==> src/rtl/timer_bank_pkg.sv <==
package timer_bank_pkg;

    localparam int NUM_BANKS = 5;
    localparam int BANK_W    = 3;
    localparam int SYN_W     = 6;

    typedef enum logic [2:0] {
        ACT_IDLE    = 3'd0,
        ACT_ACCESS  = 3'd1,
        ACT_TRAP    = 3'd2,
        ACT_HYPTRAP = 3'd3,
        ACT_UNDEF   = 3'd4
    } act_e;

    typedef enum logic [BANK_W-1:0] {
        BK_COMMON   = 3'd0,
        BK_NSEC     = 3'd1,
        BK_SEC      = 3'd2,
        BK_HOST_NS  = 3'd3,
        BK_HOST_SEC = 3'd4
    } bank_e;

    localparam logic [SYN_W-1:0] SYN_TIMER = 6'h03;
    localparam logic [SYN_W-1:0] SYN_ZERO  = 6'h00;

    typedef struct packed {
        logic [1:0] el;
        logic       el1_aa32;
        logic       el2_aa32;
        logic       el3_aa32;
        logic       el2_en;
        logic       el3_have;
        logic       el0_host;
        logic       el2_host;
        logic       tge;
        logic       l0_acc_en;
        logic       l1_ctr_en;
        logic       host_l1_en;
        logic       host_l0_en;
        logic       ns;
        logic       sec_l2;
    } ctx_t;

    typedef struct packed {
        act_e             act;
        logic [1:0]       lvl;
        logic [SYN_W-1:0] syn;
        bank_e            bank;
    } verdict_t;

    function automatic verdict_t v_trap(input logic [1:0] lvl, input logic [SYN_W-1:0] syn);
        verdict_t v;
        v.act  = ACT_TRAP;
        v.lvl  = lvl;
        v.syn  = syn;
        v.bank = BK_COMMON;
        return v;
    endfunction

    function automatic verdict_t v_hyp(input logic [SYN_W-1:0] syn);
        verdict_t v;
        v.act  = ACT_HYPTRAP;
        v.lvl  = 2'd2;
        v.syn  = syn;
        v.bank = BK_COMMON;
        return v;
    endfunction

    function automatic verdict_t v_plain(input act_e a, input bank_e b);
        verdict_t v;
        v.act  = a;
        v.lvl  = 2'd0;
        v.syn  = SYN_ZERO;
        v.bank = b;
        return v;
    endfunction

endpackage

==> src/rtl/tbr_enc_match.sv <==
module tbr_enc_match #(
    parameter logic [3:0] CP_ID   = 4'b1111,
    parameter logic [2:0] OPC1_ID = 3'b000,
    parameter logic [3:0] CRN_ID  = 4'b1110,
    parameter logic [3:0] CRM_ID  = 4'b0010,
    parameter logic [2:0] OPC2_ID = 3'b001
) (
    input  logic       valid,
    input  logic [3:0] cp_num,
    input  logic [2:0] opc1,
    input  logic [3:0] crn,
    input  logic [3:0] crm,
    input  logic [2:0] opc2,
    output logic       hit
);
    always_comb begin
        hit = valid
           && (cp_num == CP_ID)
           && (opc1   == OPC1_ID)
           && (crn    == CRN_ID)
           && (crm    == CRM_ID)
           && (opc2   == OPC2_ID);
    end
endmodule

==> src/rtl/tbr_decide.sv <==
module tbr_decide
    import timer_bank_pkg::*;
(
    input  logic     hit,
    input  ctx_t     ctx,
    output verdict_t verdict
);
    logic l2_64_nonhost_off;
    logic l2_32_off;
    logic l2_64_tge;
    logic l2_32_tge;

    always_comb begin
        l2_64_nonhost_off = ctx.el2_en && !ctx.el2_aa32 && !ctx.el2_host && !ctx.l1_ctr_en;
        l2_32_off         = ctx.el2_en &&  ctx.el2_aa32 && !ctx.l1_ctr_en;
        l2_64_tge         = ctx.el2_en && !ctx.el2_aa32 && ctx.tge;
        l2_32_tge         = ctx.el2_en &&  ctx.el2_aa32 && ctx.tge;
    end

    always_comb begin
        verdict = v_plain(ACT_IDLE, BK_COMMON);
        if (hit) begin
            unique case (ctx.el)
                2'd0: begin
                    if (!ctx.el1_aa32 && !ctx.el0_host && !ctx.l0_acc_en) begin
                        if (l2_64_tge) verdict = v_trap(2'd2, SYN_TIMER);
                        else           verdict = v_trap(2'd1, SYN_TIMER);
                    end else if (ctx.el1_aa32 && !ctx.l0_acc_en) begin
                        if (l2_64_tge)      verdict = v_trap(2'd2, SYN_TIMER);
                        else if (l2_32_tge) verdict = v_hyp(SYN_ZERO);
                        else                verdict = v_plain(ACT_UNDEF, BK_COMMON);
                    end else if (l2_64_nonhost_off) begin
                        verdict = v_trap(2'd2, SYN_TIMER);
                    end else if (ctx.el2_host && !ctx.tge && !ctx.host_l1_en) begin
                        verdict = v_trap(2'd2, SYN_TIMER);
                    end else if (ctx.el0_host && !ctx.host_l0_en) begin
                        verdict = v_trap(2'd2, SYN_TIMER);
                    end else if (l2_32_off) begin
                        verdict = v_hyp(SYN_TIMER);
                    end else if (ctx.el0_host && !ctx.ns && ctx.sec_l2) begin
                        verdict = v_plain(ACT_ACCESS, BK_HOST_SEC);
                    end else if (ctx.el0_host && ctx.ns) begin
                        verdict = v_plain(ACT_ACCESS, BK_HOST_NS);
                    end else begin
                        verdict = v_plain(ACT_ACCESS, BK_COMMON);
                    end
                end
                2'd1: begin
                    if (l2_64_nonhost_off) begin
                        verdict = v_trap(2'd2, SYN_TIMER);
                    end else if (ctx.el2_host && !ctx.host_l1_en) begin
                        verdict = v_trap(2'd2, SYN_TIMER);
                    end else if (l2_32_off) begin
                        verdict = v_hyp(SYN_TIMER);
                    end else if (ctx.el3_have && ctx.el3_aa32) begin
                        verdict = v_plain(ACT_ACCESS, BK_NSEC);
                    end else begin
                        verdict = v_plain(ACT_ACCESS, BK_COMMON);
                    end
                end
                2'd2: begin
                    if (ctx.el3_have && ctx.el3_aa32) verdict = v_plain(ACT_ACCESS, BK_NSEC);
                    else                              verdict = v_plain(ACT_ACCESS, BK_COMMON);
                end
                2'd3: begin
                    if (ctx.ns) verdict = v_plain(ACT_ACCESS, BK_NSEC);
                    else        verdict = v_plain(ACT_ACCESS, BK_SEC);
                end
            endcase
        end
    end
endmodule

==> src/rtl/tbr_bank_file.sv <==
module tbr_bank_file
    import timer_bank_pkg::*;
#(
    parameter int DATA_W = 32,
    parameter int NB     = NUM_BANKS
) (
    input  logic              clk,
    input  logic              rst_n,
    input  logic              we,
    input  logic [BANK_W-1:0] sel,
    input  logic [DATA_W-1:0] wdata,
    input  logic [NB-1:0]     cond_met,
    output logic [DATA_W-1:0] rd_word,
    output logic [NB-1:0]     ctl_en,
    output logic [NB-1:0]     ctl_mask,
    output logic [NB-1:0]     irq
);
    localparam int PAD_W = DATA_W - 3;

    logic unused_wdata_hi;
    assign unused_wdata_hi = ^wdata[DATA_W-1:2];

    for (genvar i = 0; i < NB; i++) begin : g_bank
        logic sel_me;
        assign sel_me = we && (sel == BANK_W'(i));

        always_ff @(posedge clk or negedge rst_n) begin
            if (!rst_n) begin
                ctl_en[i]   <= 1'b0;
                ctl_mask[i] <= 1'b0;
            end else if (sel_me) begin
                ctl_en[i]   <= wdata[0];
                ctl_mask[i] <= wdata[1];
            end
        end

        assign irq[i] = ctl_en[i] && cond_met[i] && !ctl_mask[i];
    end

    always_comb begin
        rd_word = '0;
        for (int i = 0; i < NB; i++) begin
            if (sel == BANK_W'(i)) begin
                rd_word = {{PAD_W{1'b0}}, ctl_en[i] & cond_met[i], ctl_mask[i], ctl_en[i]};
            end
        end
    end
endmodule

==> src/rtl/timer_bank_access.sv <==
module timer_bank_access
    import timer_bank_pkg::*;
#(
    parameter int DATA_W = 32
) (
    input  logic              clk,
    input  logic              rst_n,
    input  logic              req_valid,
    input  logic              req_write,
    input  logic [3:0]        cp_num,
    input  logic [2:0]        opc1,
    input  logic [3:0]        crn,
    input  logic [3:0]        crm,
    input  logic [2:0]        opc2,
    input  logic [DATA_W-1:0] wdata,
    input  logic [1:0]        cur_el,
    input  logic              el1_aa32,
    input  logic              el2_aa32,
    input  logic              el3_aa32,
    input  logic              el2_enabled,
    input  logic              el3_present,
    input  logic              el0_host,
    input  logic              el2_host,
    input  logic              tge,
    input  logic              l0_acc_en,
    input  logic              l1_ctr_en,
    input  logic              host_l1_tmr_en,
    input  logic              host_l0_tmr_en,
    input  logic              ns_sel,
    input  logic              sec_l2_impl,
    input  logic [4:0]        cond_met,
    output logic [2:0]        act,
    output logic [1:0]        trap_lvl,
    output logic [5:0]        syndrome,
    output logic [2:0]        bank,
    output logic [DATA_W-1:0] rdata,
    output logic [4:0]        irq
);
    logic                 enc_hit;
    ctx_t                 ctx;
    verdict_t             verdict;
    logic                 bank_we;
    logic [DATA_W-1:0]    rd_word;
    logic [NUM_BANKS-1:0] ctl_en;
    logic [NUM_BANKS-1:0] ctl_mask;

    tbr_enc_match u_match (
        .valid  (req_valid),
        .cp_num (cp_num),
        .opc1   (opc1),
        .crn    (crn),
        .crm    (crm),
        .opc2   (opc2),
        .hit    (enc_hit)
    );

    always_comb begin
        ctx.el         = cur_el;
        ctx.el1_aa32   = el1_aa32;
        ctx.el2_aa32   = el2_aa32;
        ctx.el3_aa32   = el3_aa32;
        ctx.el2_en     = el2_enabled;
        ctx.el3_have   = el3_present;
        ctx.el0_host   = el0_host;
        ctx.el2_host   = el2_host;
        ctx.tge        = tge;
        ctx.l0_acc_en  = l0_acc_en;
        ctx.l1_ctr_en  = l1_ctr_en;
        ctx.host_l1_en = host_l1_tmr_en;
        ctx.host_l0_en = host_l0_tmr_en;
        ctx.ns         = ns_sel;
        ctx.sec_l2     = sec_l2_impl;
    end

    tbr_decide u_decide (
        .hit     (enc_hit),
        .ctx     (ctx),
        .verdict (verdict)
    );

    assign bank_we = (verdict.act == ACT_ACCESS) && req_write;

    tbr_bank_file #(.DATA_W(DATA_W), .NB(NUM_BANKS)) u_banks (
        .clk      (clk),
        .rst_n    (rst_n),
        .we       (bank_we),
        .sel      (verdict.bank),
        .wdata    (wdata),
        .cond_met (cond_met),
        .rd_word  (rd_word),
        .ctl_en   (ctl_en),
        .ctl_mask (ctl_mask),
        .irq      (irq)
    );

    always_comb begin
        act      = verdict.act;
        trap_lvl = verdict.lvl;
        syndrome = verdict.syn;
        bank     = verdict.bank;
        rdata    = (verdict.act == ACT_ACCESS && !req_write) ? rd_word : '0;
    end
endmodule

==> config.mk <==
export PLATFORM = sky130hd
export DESIGN_NAME = timer_bank_access
export DESIGN_NICKNAME = d
export VERILOG_FILES = /design/src/rtl/timer_bank_pkg.sv /design/src/rtl/tbr_enc_match.sv /design/src/rtl/tbr_decide.sv /design/src/rtl/tbr_bank_file.sv /design/src/rtl/timer_bank_access.sv
export SDC_FILE = /design/constraint.sdc
export NUM_CORES = 1
export LEC_CHECK = 0
export ABC_AREA = 1
export BUFFER_PORTS_ARGS = -buffer_cell sky130_fd_sc_hd__buf_2
export CORE_MARGIN = 1
export CORE_UTILIZATION = 45
export CTS_CLUSTER_DIAMETER = 50
export DETAILED_ROUTE_END_ITERATION = 12
export PLACE_DENSITY = 0.9
export SYNTH_ARGS = -nofsm -noshare
export SYNTH_HDL_FRONTEND = slang
export SYNTH_HIERARCHICAL = 1
export SYNTH_SLANG_ARGS = --single-unit
==> constraint.sdc <==
create_clock -name clk -period 3.2 [get_ports clk]
set_input_delay 0.16 -clock clk [delete_from_list [all_inputs] [get_ports clk]]
set_output_delay 0.16 -clock clk [all_outputs]
set_load 0.02 [all_outputs]
==> results by group <==
Timing
  – Final period utilization: 0.776
  – Setup TNS Final: 0 ps
  – Setup violators final: 0
  – Max transition margin: 0.631
  – Max-slew violations: 0
  – Unrepaired setup endpoints after global routing: no
  – Final min period: 2480 ps
  – Setup ws final: 718 ps
  – Fmax achieved: 403 MHz
  – Fin. Hold Viols: 0
  – Worst slew pin tran: 554 ps
  – Fin Clk Skew: 0 ps

Placement
  – Gpl congestion: 0.873
  – Worst slack at placement: 711 ps
  – PortBufs: 62
  – Placement Cell Area: 0.00192 mm2
  – Post-placement cell count: 396
  – DP HPWL: 2.97 mm

Hold path
  – Hold Path Class: input pin to flip-flop

Clocking
  – CTS Buf Count: 3
  – Clock Latency Late Sink: 230 ps
  – Clock Path Buffers: 2
  – TritonCTS clock tree: done
  – Clk sinks: 10
  – H-tree levels: 1
  – Root Driver: clkbuf_8
  – Post-cts sizing count: 0
  – Postcts setup bufs: 0
  – Hold bufs inserted after CTS: 1
  – Clock transition at path regs: 40 ps

Drt
  – Drt pass-1 iters: 4
  – Final wirelength: 3.31 mm
  – Number of antenna-violating nets in the routed design: 0
  – Vias per cell: 4.22
  – DR WL/cell: 8.26 um
  – Vias: 1687
  – DRC viols: 0
  – Iter 0 DRT Violations: 41

Outcome
  – Run status: finished, final reports clean

Floorplanning
  – Initial Util: 0.470
  – Die H: 63.8 um
  – Die W: 63.8 um
  – Ports: 126
  – CORE AREA: 0.00366 mm2
  – Die ar.: 0.00407 mm2
  – FP Rows: 22

Logic synthesis
  – Combinational family with the most area after synthesis: simple AND/OR/NAND/NOR gates
  – Post-synth EDFFs: 0
  – Synth top area cells: buf_4, dfrtp_1, inv_1
  – Ys flop type: dfrtp_1
  – Post-synthesis simple-gate area fraction: 0.480
  – Seq/Total Area, Yosys: 0.146
  – Cell Area, Synth: 0.00172 mm2
  – Asr flop ratio synth: 1.00
  – Yosys reg bits: 10
  – Synth unique cells: 24
  – Adder-Cell Fraction of Synth Area: 0
  – Mux cell area share after synthesis: 0
  – Share of the synthesized area in the top cell type: 0.148
  – Cells after Synth: 291
  – Ys Warns: 6
  – Syn_area_per_cell: 5.91 um2
  – Post-Synth XOR/XNOR Area: 0
  – Post-synthesis compound-gate area fraction: 0.0546
  – Area leader, netlist: buf_4

Power
  – Total Power: 0.346 mW
  – Peak VDD IR: 218 uV
  – Lkg Pwr: 1.02 nW
  – Pwr Density: 175 mW/mm2

Setup path
  – CP Capture Type: primary output
  – WS Path Type: input pin to primary output
  – WP data required: 3040 ps
  – Crit-path max FO: 6
  – Setup crit start kind: input pin
  – Crit path DAT: 2320 ps

Global routing
  – Largest net degree at the start of global routing: 33
  – First-pass GRT wire length: 5.79 mm
  – Antenna violations before repair: 0
  – Global-route usage over all layers: 0.177
  – Vias in the first global route: 1494
  – Congestion Overflow GR: 0

Finish
  – Post-Layout Cell Count: 400
  – Area growth, synth to finish: 14.9%
  – Share of layout cells above drive strength 1: 0.358
  – Final nets: 429
  – Diode count: 0
  – Commonest non-fill, non-tap cell in the layout: buf_2
  – Most frequent cells in the layout: buf_2, inv_1, nand2_1
  – Post-route cell area: 0.00198 mm2

Flow run
  – Max Cap Viol: 0
registers in the layout, indices dropped and copies added (netlist names):
name,cells
u_banks/ctl_mask,5
u_banks/ctl_en,5
report_power, final:
part / leakage, nW / switching (mW) / total (mW) / internal [mW]
Sequential: 0.140 / 0.000000873 / 0.127 / 0.127
Clock: 0.0216 / 0.0433 / 0.125 / 0.0818
Combinational: 0.862 / 0.0573 / 0.0939 / 0.0366
Total: 1.02 / 0.101 / 0.346 / 0.245
final cells by class:
type,count,area (um2)
fillers,379,1690
multi-input cells,208,1040
repair buffers,64,328
inverters,67,254
flip-flops and latches,10,250
well taps,48,60.1
clock buffers,3,41.3
per-stage QoR:
| stage | hold WS, ps | util |
|---|---|---|
| 3_5_place_dp | 25.9 | 0.526 |
| 6_report | 236 | 0.540 |
| 4_1_cts | 235 | 0.540 |
| 5_1_grt | 254 | 0.540 |
| 2_1_floorplan | -136 | - |
| 3_3_place_gp | 22.5 | 0.526 |
critical path, cell delays in order:
cell and delay [ps]:
buf_2 90, inv_1 40, nand2_1 40, nor2_1 80, nand3_1 70, nor2_1 270
inv_1 140, nor3_1 220, nor2_1 70, nor2_2 300, inv_2 120, nor3_4 210
nand3_1 100, nand3_1 90, inv_1 50, nor2_2 80, buf_2 180
synth_stat cells (3+ instances only):
cell type	n
nor2_4	4
o21ai_1	7
nand2_2	7
nor3_1	4
nand3_1	22
nor2_1	34
buf_6	3
inv_1	59
nand2_1	43
dfrtp_1	10
buf_4	34
o21ai_0	8
inv_2	7
nor2_2	33
cell families after synthesis:
kind of cell | count (synthesis)
buffers and inverters | 104
other | 2
AO/OA/AOI/OAI | 18
AND/OR/NAND/NOR | 157
flip-flops | 10
metal layers:
| metal | vias up | track usage | routed length [um] | part of all wire |
|---|---|---|---|---|
| met3 | 2 | 0.00357 | 140 | 0.042 |
| li1 | 915 | - | - | - |
| met4 | 0 | 0.0739 | 35 | 0.011 |
| met1 | 712 | 0.186 | 1360 | 0.41 |
| met2 | 58 | 0.360 | 1770 | 0.53 |
| met5 | - | 0 | 0 | 0 |
worst paths after layout:
path                                         from             endpoint  slack (ps)  cells after the start
worst max-delay path                      opc1[1]             rdata[2]         720                     17
worst min-delay path                     wdata[1]  u_banks/ctl_mask[4]         240                      3
worst max register to register  u_banks/ctl_en[2]    u_banks/ctl_en[2]        2530                      2
worst min register to register  u_banks/ctl_en[1]    u_banks/ctl_en[1]         520                      2
max in group asynchronous                   rst_n  u_banks/ctl_mask[2]        2710                      2
min in group asynchronous                   rst_n    u_banks/ctl_en[2]         310                      2
(Power assumes the default switching activity.)
